## src/rtl/sap_pkg.sv

```systemverilog
package sap_pkg;
  typedef enum logic [1:0] {
    FMT_I2S = 2'd0,
    FMT_LJ  = 2'd1,
    FMT_RJ  = 2'd2,
    FMT_RSV = 2'd3
  } fmt_e;

  // Strobes from control to datapath, one set per system clock.
  typedef struct packed {
    logic       capture;      // sample sdi this cycle
    logic       first;        // first bit of window
    logic       last;         // last bit of window
    logic       leftCh;       // capture belongs to left slot
    logic       drive;        // update sdo this cycle
    logic       load;         // latch tx words this cycle
    logic       txActive;     // upcoming position is inside window
    logic       txLeftSlot;   // upcoming position is in left slot
    logic [4:0] txIdx;        // offset inside window
    logic [4:0] shiftAmt;     // left-alignment shift of a received word
  } strobe_t;

  function automatic logic [5:0] wordBits(input logic [1:0] sel, input logic frame64);
    if (!frame64) return 6'd16;
    case (sel)
      2'd0:    return 6'd16;
      2'd1:    return 6'd18;
      2'd2:    return 6'd20;
      default: return 6'd24;
    endcase
  endfunction
endpackage

```

## src/rtl/sap_ctrl.sv

```systemverilog
module sap_ctrl
  import sap_pkg::*;
#(
  parameter int SYNC_STAGES = 2,
  parameter int WORD_W      = 24,
  parameter int POS_W       = 6
) (
  input  logic      clk,
  input  logic      rstN,
  input  logic      bckIn,
  input  logic      lrIn,
  input  logic      sdiIn,
  input  logic [1:0] fmtSel,
  input  logic [1:0] wordLen,
  input  logic      frame64,
  output strobe_t   stb,
  output logic      sdiBit,
  output logic      riseEdge,
  output logic      fallEdge
);
  localparam logic [POS_W-1:0] POS_MAX = {POS_W{1'b1}};

  logic [SYNC_STAGES-1:0] bckSy, lrSy, sdiSy;
  logic bckD;
  logic bckS, lrS;

  always_ff @(posedge clk or negedge rstN) begin
    if (!rstN) begin
      bckSy <= '0;
      lrSy  <= '0;
      sdiSy <= '0;
      bckD  <= 1'b0;
    end else begin
      bckSy <= {bckSy[SYNC_STAGES-2:0], bckIn};
      lrSy  <= {lrSy[SYNC_STAGES-2:0], lrIn};
      sdiSy <= {sdiSy[SYNC_STAGES-2:0], sdiIn};
      bckD  <= bckSy[SYNC_STAGES-1];
    end
  end

  assign bckS     = bckSy[SYNC_STAGES-1];
  assign lrS      = lrSy[SYNC_STAGES-1];
  assign sdiBit   = sdiSy[SYNC_STAGES-1];
  assign riseEdge = bckS & ~bckD;
  assign fallEdge = ~bckS & bckD;

  // Slot tracking, updated at each rising edge.
  logic [POS_W-1:0] rawIdx;
  logic lrPrev, primed, seen;

  logic [POS_W-1:0] slotLen, nBits, winStart, rawNext, effPos, offset;
  logic isI2s, lrChange, curLeft, effLeft, ok, inWin;

  always_comb begin
    isI2s    = (fmt_e'(fmtSel) == FMT_I2S);
    slotLen  = frame64 ? POS_W'(32) : POS_W'(16);
    nBits    = POS_W'(wordBits(wordLen, frame64));
    winStart = (fmt_e'(fmtSel) == FMT_RJ) ? slotLen - nBits : '0;
    lrChange = primed && (lrS != lrPrev);
    rawNext  = lrChange ? '0 : ((rawIdx == POS_MAX) ? rawIdx : rawIdx + 1'b1);
    curLeft  = isI2s ? ~lrS : lrS;
    if (isI2s && rawNext == '0) begin
      effPos  = slotLen - 1'b1;
      effLeft = ~curLeft;
    end else if (isI2s) begin
      effPos  = rawNext - 1'b1;
      effLeft = curLeft;
    end else begin
      effPos  = rawNext;
      effLeft = curLeft;
    end
    ok     = seen || (lrChange && !isI2s);
    offset = effPos - winStart;
    inWin  = (effPos >= winStart) && (offset < nBits);

    stb.capture    = riseEdge & ok & inWin;
    stb.first      = (offset == '0);
    stb.last       = (offset == nBits - 1'b1);
    stb.leftCh     = effLeft;
    stb.drive      = fallEdge;
    stb.load       = fallEdge & ok & effLeft & (effPos == '0);
    stb.txActive   = ok & inWin;
    stb.txLeftSlot = effLeft;
    stb.txIdx      = offset[4:0];
    stb.shiftAmt   = 5'(WORD_W - int'(nBits));
  end

  always_ff @(posedge clk or negedge rstN) begin
    if (!rstN) begin
      rawIdx <= POS_MAX;
      lrPrev <= 1'b0;
      primed <= 1'b0;
      seen   <= 1'b0;
    end else if (riseEdge) begin
      primed <= 1'b1;
      lrPrev <= lrS;
      rawIdx <= rawNext;
      if (lrChange) seen <= 1'b1;
    end
  end
endmodule

```

## src/rtl/sap_datapath.sv

```systemverilog
module sap_datapath
  import sap_pkg::*;
#(
  parameter int WORD_W = 24
) (
  input  logic              clk,
  input  logic              rstN,
  input  strobe_t           stb,
  input  logic              sdiBit,
  input  logic [WORD_W-1:0] txLeft,
  input  logic [WORD_W-1:0] txRight,
  output logic [WORD_W-1:0] rxLeft,
  output logic [WORD_W-1:0] rxRight,
  output logic              rxValid,
  output logic              sdoOut
);
  logic [WORD_W-1:0] rxSh, holdLeft, newSh, aligned;
  logic [WORD_W-1:0] txL, txR, txWord;
  int txBit;

  always_comb begin
    newSh   = stb.first ? {{(WORD_W-1){1'b0}}, sdiBit} : {rxSh[WORD_W-2:0], sdiBit};
    aligned = newSh << stb.shiftAmt;
    if (stb.txLeftSlot) txWord = stb.load ? txLeft : txL;
    else                txWord = stb.load ? txRight : txR;
    txBit = WORD_W - 1 - int'(stb.txIdx);
  end

  always_ff @(posedge clk or negedge rstN) begin
    if (!rstN) begin
      rxSh     <= '0;
      holdLeft <= '0;
      rxLeft   <= '0;
      rxRight  <= '0;
      rxValid  <= 1'b0;
    end else begin
      rxValid <= 1'b0;
      if (stb.capture) begin
        rxSh <= newSh;
        if (stb.last) begin
          if (stb.leftCh) holdLeft <= aligned;
          else begin
            rxLeft  <= holdLeft;
            rxRight <= aligned;
            rxValid <= 1'b1;
          end
        end
      end
    end
  end

  always_ff @(posedge clk or negedge rstN) begin
    if (!rstN) begin
      txL    <= '0;
      txR    <= '0;
      sdoOut <= 1'b0;
    end else if (stb.drive) begin
      if (stb.load) begin
        txL <= txLeft;
        txR <= txRight;
      end
      sdoOut <= stb.txActive ? txWord[txBit] : 1'b0;
    end
  end
endmodule

```

## src/rtl/serial_audio_port.sv

```systemverilog
module serial_audio_port
  import sap_pkg::*;
#(
  parameter int WORD_W      = 24,
  parameter int SYNC_STAGES = 2
) (
  input  logic              clk,
  input  logic              rstN,
  input  logic              bckIn,
  input  logic              lrIn,
  input  logic              sdiIn,
  input  logic [1:0]        fmtSel,
  input  logic [1:0]        wordLen,
  input  logic              frame64,
  input  logic [WORD_W-1:0] txLeft,
  input  logic [WORD_W-1:0] txRight,
  output logic [WORD_W-1:0] rxLeft,
  output logic [WORD_W-1:0] rxRight,
  output logic              rxValid,
  output logic              sdoOut
);
  strobe_t stb;
  logic sdiBit, bckRise, bckFall;

  sap_ctrl #(.SYNC_STAGES(SYNC_STAGES), .WORD_W(WORD_W), .POS_W(6)) u_ctrl (
    .clk(clk), .rstN(rstN), .bckIn(bckIn), .lrIn(lrIn), .sdiIn(sdiIn),
    .fmtSel(fmtSel), .wordLen(wordLen), .frame64(frame64),
    .stb(stb), .sdiBit(sdiBit), .riseEdge(bckRise), .fallEdge(bckFall)
  );

  sap_datapath #(.WORD_W(WORD_W)) u_dp (
    .clk(clk), .rstN(rstN), .stb(stb), .sdiBit(sdiBit),
    .txLeft(txLeft), .txRight(txRight),
    .rxLeft(rxLeft), .rxRight(rxRight), .rxValid(rxValid), .sdoOut(sdoOut)
  );
endmodule

```

## config.mk

```make
export PLATFORM = sky130hd
export DESIGN_NAME = serial_audio_port
export DESIGN_NICKNAME = d
export VERILOG_FILES = /design/src/rtl/sap_pkg.sv /design/src/rtl/sap_ctrl.sv /design/src/rtl/sap_datapath.sv /design/src/rtl/serial_audio_port.sv
export SDC_FILE = /design/constraint.sdc
export NUM_CORES = 1
export LEC_CHECK = 0
export BUFFER_PORTS_ARGS = -buffer_cell sky130_fd_sc_hd__buf_2
export CELL_PAD_IN_SITES_DETAIL_PLACEMENT = 1
export CELL_PAD_IN_SITES_GLOBAL_PLACEMENT = 1
export CORE_MARGIN = 5
export CORE_UTILIZATION = 29
export DETAILED_ROUTE_END_ITERATION = 12
export PLACE_DENSITY_LB_ADDON = 0.1
export SLEW_MARGIN = 20
export SYNTH_ARGS = -nofsm -noshare
export SYNTH_HDL_FRONTEND = slang
export SYNTH_SLANG_ARGS = --single-unit
export TNS_END_PERCENT = 10
```

## constraint.sdc

```tcl
create_clock -name clk -period 5.15 [get_ports clk]
set_clock_uncertainty 0.05 [all_clocks]
set_input_delay 0 -clock clk [delete_from_list [all_inputs] [get_ports clk]]
set_output_delay 0 -clock clk [all_outputs]
set_load 0.01 [all_outputs]
```

Yosys cells after proc, flatten, opt, wreduce, memory -nomap -nowiden
Index checks and enable logic that the tools add are counted.
W data, S select, Z words.
{"block": "classes", "eq_ne": 6, "n_shift": 1, "n_mux": 21, "reduce_logical": 14, "n_addsub": 8, "bitwise_logic": 13, "n_lt_le_gt_ge": 3}
{"cell": "$mux W24", "n": 4}
{"cell": "$mux W6", "n": 6}
{"cell": "$lt A32 B7 Y1 const B", "n": 1}
{"cell": "$shl A24 B5 Y24", "n": 1}
{"cell": "$logic_not A6 Y1", "n": 3}
{"cell": "$pmux W4 S3", "n": 1}
{"cell": "$sub A6 B1 Y6 const B", "n": 2}
{"cell": "$and A1 B1 Y1", "n": 8}
{"cell": "$mux W1", "n": 8}
{"cell": "$add A6 B1 Y6 const B", "n": 1}
{"cell": "$eq A6 B6 Y1", "n": 1}
{"cell": "$eq A6 B6 Y1 const B", "n": 1}
{"cell": "$ge A6 B6 Y1", "n": 1}
{"cell": "$lt A6 B5 Y1", "n": 1}
{"cell": "$reduce_and A3 Y1", "n": 2}
{"cell": "$sub A5 B1 Y6 const B", "n": 1}
{"cell": "$sub A5 B5 Y6 const A", "n": 1}
{"cell": "$sub A6 B5 Y6", "n": 1}
{"cell": "$sub A6 B6 Y6", "n": 1}
{"cell": "$bmux W1 S5", "n": 1}
{"cell": "$not A1 Y1", "n": 5}
{"cell": "$sub A5 B5 Y5 const A", "n": 1}
{"cell": "$eq A2 B2 Y1 const B", "n": 2}
{"cell": "$logic_and A1 B1 Y1", "n": 4}
{"cell": "7 further kinds", "n": 8}
{"block": "word_totals", "regBits": 161, "inputBits": 58, "word_cells": 82, "output_inout_bits": 50}

Logic depth before layout (Yosys ltp)
{"block": "logic_depth", "ltp_word": 14, "mapped_depth": 23, "ltp_nobuf": 21}

Cells and area by module
Synthesis repeated with hierarchy kept, for this count alone.
{"block": "hier_totals", "hier_cells": 880, "hier_area_um2": 9063.7}
{"module": "sap_datapath", "area_each_um2": 7508.5, "n_inst": 1, "cells_per_inst": 697, "seq_area_each_um2": 3628.5}
{"module": "sap_ctrl", "area_each_um2": 1555.2, "n_inst": 1, "cells_per_inst": 183, "seq_area_each_um2": 407.9}

Least setup slack after synthesis
OpenSTA, ideal clock, no wires.
{"block": "synth_path", "path_kind": "register to register", "startpoint": "register u_ctrl.rawIdx[0]", "endpoint": "register u_dp.rxRight[15]", "period_less_slack_ns": 4.984, "n_path_buf": 2, "setup_slack_ns": 0.166, "required_ns": 4.973, "path_stages_with_launch": 22, "arrival_ns": 4.806, "setup_time_ns": 0.127, "path_cell_list": "dfstp_2 ha_1 nand2_1 o21ai_1 nand3_2 ha_1 and3_1 o22ai_1 ha_1 inv_1 fa_1 xor2_1 ha_1 o21ai_0 nand2b_1 a21oi_1 o41ai_1 or2_1 nor4_2 buf_4 buf_6 mux2_1"}
{"block": "synth_via", "elab_chain_len": 11, "word_cells_on_any_way": 21, "classes_between": "3 x add/sub; 2 x order compare; 2 x eq/ne; 1 x shift; 6 x mux; 2 x bitwise; 5 x reduce/logical"}
{"item": "from (decl)", "line_no": "sap_ctrl.sv:48", "text": "logic [POS_W-1:0] rawIdx;"}
{"item": "from (signal assigned)", "line_no": "sap_ctrl.sv:97", "text": "rawIdx <= rawNext;"}
{"item": "$add A6 B1 Y6 or $eq A6 B6 Y1 (tied branches)", "line_no": "sap_ctrl.sv:60", "text": "rawNext = lrChange ? '0 : ((rawIdx == POS_MAX) ? rawIdx : rawIdx + 1'b1);"}
{"item": "$mux W6 * (2 in a row)", "line_no": "sap_ctrl.sv:60"}
{"item": "$sub A6 B1 Y6 or $logic_not A6 Y1 (tied branches)", "line_no": "sap_ctrl.sv:66, sap_ctrl.sv:62"}
{"item": "$mux W6 or $logic_and A1 B1 Y1 (tied branches)", "line_no": "sap_ctrl.sv:65, sap_ctrl.sv:62"}
{"item": "$mux W6", "line_no": "sap_ctrl.sv:62", "text": "if (isI2s && rawNext == '0) begin"}
{"item": "$sub A6 B6 Y6", "line_no": "sap_ctrl.sv:73", "text": "offset = effPos - winStart;"}
{"item": "$lt A6 B5 Y1", "line_no": "sap_ctrl.sv:74", "text": "inWin = (effPos >= winStart) && (offset < nBits);"}
{"item": "$logic_and A1 B1 Y1", "line_no": "sap_ctrl.sv:74"}
{"item": "$and A1 B1 Y1", "line_no": "sap_ctrl.sv:76", "text": "stb.capture = riseEdge & ok & inWin;"}
{"item": "$reduce_and A3 Y1 (no line)"}
{"item": "to (signal assigned)", "line_no": "sap_datapath.sv:44", "text": "rxRight <= aligned;"}
{"item": "to (decl)", "line_no": "sap_datapath.sv:13", "text": "output logic [WORD_W-1:0] rxRight,"}
Every way passes the cells marked *; elsewhere a longest branch is shown, timed or not.
A chain may end at the register's enable or synchronous reset.

Worst setup path after layout
{"block": "layout_path", "startpoint": "register u_ctrl.rawIdx[1]", "endpoint": "register u_dp.rxLeft[0]"}
{"block": "layout_via", "elab_chain_len": 11, "word_cells_on_any_way": 18, "classes_between": "3 x add/sub; 2 x order compare; 2 x eq/ne; 5 x mux; 2 x bitwise; 4 x reduce/logical"}
{"item": "$add A6 B1 Y6 or $eq A6 B6 Y1 (tied branches)", "line_no": "sap_ctrl.sv:60"}
{"item": "$mux W6 * (2 in a row)", "line_no": "sap_ctrl.sv:60"}
{"item": "$sub A6 B1 Y6 or $logic_not A6 Y1 (tied branches)", "line_no": "sap_ctrl.sv:66, sap_ctrl.sv:62"}
{"item": "$mux W6 or $logic_and A1 B1 Y1 (tied branches)", "line_no": "sap_ctrl.sv:65, sap_ctrl.sv:62"}
{"item": "$mux W6", "line_no": "sap_ctrl.sv:62"}
{"item": "$sub A6 B6 Y6", "line_no": "sap_ctrl.sv:73"}
{"item": "$lt A6 B5 Y1", "line_no": "sap_ctrl.sv:74"}
{"item": "$logic_and A1 B1 Y1", "line_no": "sap_ctrl.sv:74"}
{"item": "$and A1 B1 Y1", "line_no": "sap_ctrl.sv:76"}
{"item": "$reduce_and A3 Y1 (no line) *"}
{"item": "to (signal assigned)", "line_no": "sap_datapath.sv:43", "text": "rxLeft <= holdLeft;"}
{"item": "to (decl)", "line_no": "sap_datapath.sv:12", "text": "output logic [WORD_W-1:0] rxLeft,"}
Marks and branches as above.

==> metrics.log <==
[metrics] maximum clock frequency: 201.6 MHz
[metrics] total power per unit cell area: 391.4 nW/µm²
[metrics] WS Path Type: reg -> reg
[metrics] post-detailed-placement cell area: slightly above 9000 µm²
[metrics] Max-Cap Viols: 0
[metrics] Max Fanout on Critical Path: 7
[metrics] antenna violations before repair: 0
[metrics] Reg clk slew, reported paths: 0.08 ns
[metrics] global-route met2 utilization: 24.35%
[metrics] cell area after technology mapping: around 8000 µm²
[metrics] Max rail drop VDD: 0.2128 mV
[metrics] number of distinct library cell variants in the gate-level netlist after synthesis: 80
[metrics] summed area of non-filler cells in the final layout: 10660 µm²
[metrics] Num Clock Sinks: 161
[metrics] start of the worst register-to-register path: u_ctrl.rawIdx[1]$_DFFE_PN1P_
[metrics] FP Rows: 61
[metrics] Pleak: 0.004834 µW
[metrics] aggregate global-route resource usage: 15.52%
[metrics] worst hold path type: in -> async
[metrics] final setup violating endpoints: 0
[metrics] sequential fraction of the synthesis area: 49.31%
[metrics] Ys Warns: 0
[metrics] overflow left after global routing: 0
[metrics] post-detailed-route count of antenna-violating nets: 0
[metrics] number of buffers inserted during clock tree synthesis: 17
[metrics] via count of the first global-routing pass: about 6700
[metrics] clock latency of the later-clocked register in the worst-skew pair: 0.44 ns
[metrics] number of design-rule violations left by the first detailed-router iteration: around 260
[metrics] Die Y-Extent: 178.0 µm
[metrics] starting utilization of the core area: 29.38%
[metrics] worst relative slew slack: 43.01%
[metrics] Min Hold Slack: 0.05700 ns
[metrics] peak-usage layer in the global routing report: met2
[metrics] count of antenna diodes in the layout: 0
[metrics] number of endpoints with negative hold slack in the final report: 0
[metrics] Crit path buffers/inverters: 3
[metrics] number of enable-type register cells in the synthesized netlist: 0
[metrics] CP startpoint: u_ctrl.rawIdx[1]$_DFFE_PN1P_
[metrics] Critical Path Slowest Stage Cell: sky130_fd_sc_hd__dfstp_2
[metrics] run status: completed
[metrics] slack of the worst reg-to-reg path: 0.19 ns
[metrics] die area: between 30000 and 40000 µm²
[metrics] post-synthesis area per instance: 11.20 µm²
[metrics] pin slew with the least headroom to its limit: around 0.85 ns
[metrics] required time worst endpoint: between 5 and 6 ns
[metrics] first drt pass iteration count: 4
[metrics] final worst-path setup slack: 0.1897 ns
[metrics] total core area: 27860 µm²
[metrics] port buffer count: 107
[metrics] share of the clock period used by the worst path: between 90% and 100%
[metrics] maximum root-to-sink buffer count: 2
[metrics] DRC viols: 0
[metrics] overall via count from detail_route: 6243
[metrics] Worst Reg-to-Reg Cells: 21
[metrics] top library cells by usage in the layout, fill and taps aside: sky130_fd_sc_hd__dfrtp_1, sky130_fd_sc_hd__nand2_1, sky130_fd_sc_hd__buf_2
[metrics] Chip Width: 178.0 µm
[metrics] arrival time of data at the critical path endpoint: 5.22 ns
[metrics] wire length of the first global-routing pass: 38390 µm
[metrics] met1 track utilization from global routing: 22.16%
[metrics] category of the worst setup path launch point: flip-flop
[metrics] clock tree from TritonCTS: yes
[metrics] async set or reset register ratio after synthesis: 100.0%
[metrics] Finished Core Util: between 30% and 40%
[metrics] total nets after synthesis: 802
[metrics] post-synthesis register bit count: 161
[metrics] Place WS: 0.02398 ns
[metrics] Post-Route WL: 24590 µm
[metrics] number of standard cells after synthesis: 731
[metrics] Routed WL per cell: 18.94 µm
[metrics] fraction of final layout cells sized beyond drive strength 1: approximately 36%
[metrics] dpl hpwl: 16570 µm
[metrics] capturing point of the worst reg2reg path: u_dp.rxLeft[0]$_DFFE_PN0P_
[metrics] largest delay contributor family on the critical path: simple AND/OR/NAND/NOR gates
[metrics] leading cell type in the layout, fill and taps excluded: sky130_fd_sc_hd__dfrtp_1
[metrics] CTS root buffer: sky130_fd_sc_hd__clkbuf_16
[metrics] largest net degree at the start of global routing: between 70 and 80
[metrics] final period demand of the worst path: 4.960 ns
[metrics] vias per inst: roughly 4.8
[metrics] final number of max-transition violations: 0
[metrics] crit-path cells: ha_1, nand2_2, or3_4, nand3_2, ha_2, and3_4, o22ai_2, ha_2, inv_1, fa_1, ha_1, nor2b_1, o21ai_1, nand2b_1, a21oi_2, o41ai_2, or2_4, nor4_4, buf_6, clkbuf_16, mux2_2
[metrics] number of I/O pins: 108
[metrics] number of nets at the end of the flow: 978
[metrics] global-route met3 utilization: 2.883%
[metrics] Max stage delay on crit path: 0.54 ns
[metrics] gp weighted congestion: between 0.8 and 0.9
[metrics] predominant post-synthesis flop cell: sky130_fd_sc_hd__dfrtp_1
[metrics] H-tree Lvls: 4
[metrics] Critical Path End Type: flip-flop
[metrics] synth-to-layout area growth: 30.27%
[timing repair]
| action | CTS | global route |
|---|---|---|
| endpoints found under the hold margin | 210 | 0 |
| cloned | 1 | 6 |
| endpoints found under the setup margin | 70 | 72 |
| resized for setup | 5 | 17 |
| pin swaps | 2 | 5 |
| hold buffers | 53 | 0 |
| buffers inserted | 2 | 1 |
[through the flow]
| step | std cells | setup TNS, ns | power (µW) |
|---|---|---|---|
| finish | 1298 | 0 | 4173 |
| global route | 1298 | -0.6518 | 4437 |
| CTS | 1290 | 0 | 4195 |
| detailed placement | 1202 | 0 | 2803 |
| global placement | 1202 | 0 | 2762 |
| floorplan | 731 | 0 | 2389 |
[area by class of cell]
type	count	area [µm²]
Fill cell	3037	17200
Sequential cell	161	4036
Multi-Input combinational cell	519	3984
Timing Repair Buffer	197	1513
Tap cell	378	473.0
Clock buffer	17	425.4
Clock inverter	15	190.2
Inverter	11	41.29
[how the worst max path moves through the flow]
stage | endpoint | slack [ns] | cells past startpoint
2_1_floorplan | u_dp.rxRight[15]$_DFFE_PN0P_ | 0.17 | 21
3_3_place_gp | u_dp.rxLeft[11]$_DFFE_PN0P_ | 0.24 | 22
3_5_place_dp | u_dp.rxLeft[11]$_DFFE_PN0P_ | 0.02 | 22
4_1_cts | u_dp.rxLeft[13]$_DFFE_PN0P_ | 0.02 | 21
5_1_grt | u_dp.rxLeft[10]$_DFFE_PN0P_ | -0.04 | 20
6_report | u_dp.rxLeft[0]$_DFFE_PN0P_ | 0.19 | 21
[synth_stat cells, types with 6 or more instances]
cell                       number  area (µm²)
sky130_fd_sc_hd__nor3_1        15       75.07
sky130_fd_sc_hd__mux4_2         6       135.1
sky130_fd_sc_hd__ha_1          12       150.1
sky130_fd_sc_hd__clkbuf_1      18       67.56
sky130_fd_sc_hd__xnor2_1        8       70.07
sky130_fd_sc_hd__dfstp_2        6       157.7
sky130_fd_sc_hd__nand2b_1       8       50.05
sky130_fd_sc_hd__nor2_1        38       142.6
sky130_fd_sc_hd__inv_1          9       33.78
sky130_fd_sc_hd__a21oi_1       22       110.1
sky130_fd_sc_hd__buf_2         11       55.05
sky130_fd_sc_hd__a31oi_1       10       62.56
sky130_fd_sc_hd__nand3_1       16       80.08
sky130_fd_sc_hd__mux2i_1       29       290.3
sky130_fd_sc_hd__o21ai_0       42       210.2
sky130_fd_sc_hd__nand2_1      111       416.7
sky130_fd_sc_hd__mux2_1        16       180.2
sky130_fd_sc_hd__mux2_2       100        1126
sky130_fd_sc_hd__dfrtp_1      155        3879
[cell families after synthesis]
logic type / after synthesis / share of synthesized area (%)
DFF: 161 / 49.31
xor gates and xnor gates: 15 / 1.926
and+or+nand+nor: 224 / 13.02
buffers and inverters: 51 / 3.103
muxes: 153 / 21.52
AOI/OAI and AO/OA: 114 / 9.034
adders and majority gates: 13 / 2.079
[state kept, by name (all words and copies together) (netlist names), 6 cells and up]
| register | cells |
|---|---|
| u_dp.rxSh | 23 |
| u_ctrl.rawIdx | 6 |
| u_dp.rxRight | 24 |
| u_dp.txL | 24 |
| u_dp.txR | 24 |
| u_dp.holdLeft | 24 |
| u_dp.rxLeft | 24 |
[where the power goes]
part	leakage (µW)	internal (µW)	switching, µW
clock	0.000288	665	651
sequential	0.00211	1500	128
combinational	0.00243	557	673
total	0.00483	2720	1450
[per-layer routing]
metal | vias to the layer above | share of wire (%)
met4 | 0 | 1.2
met2 | 109 | 47
li1 | 2953 | -
met5 | - | 0
met1 | 3156 | 49
met3 | 25 | 3.2
(Power assumes the default switching activity.)
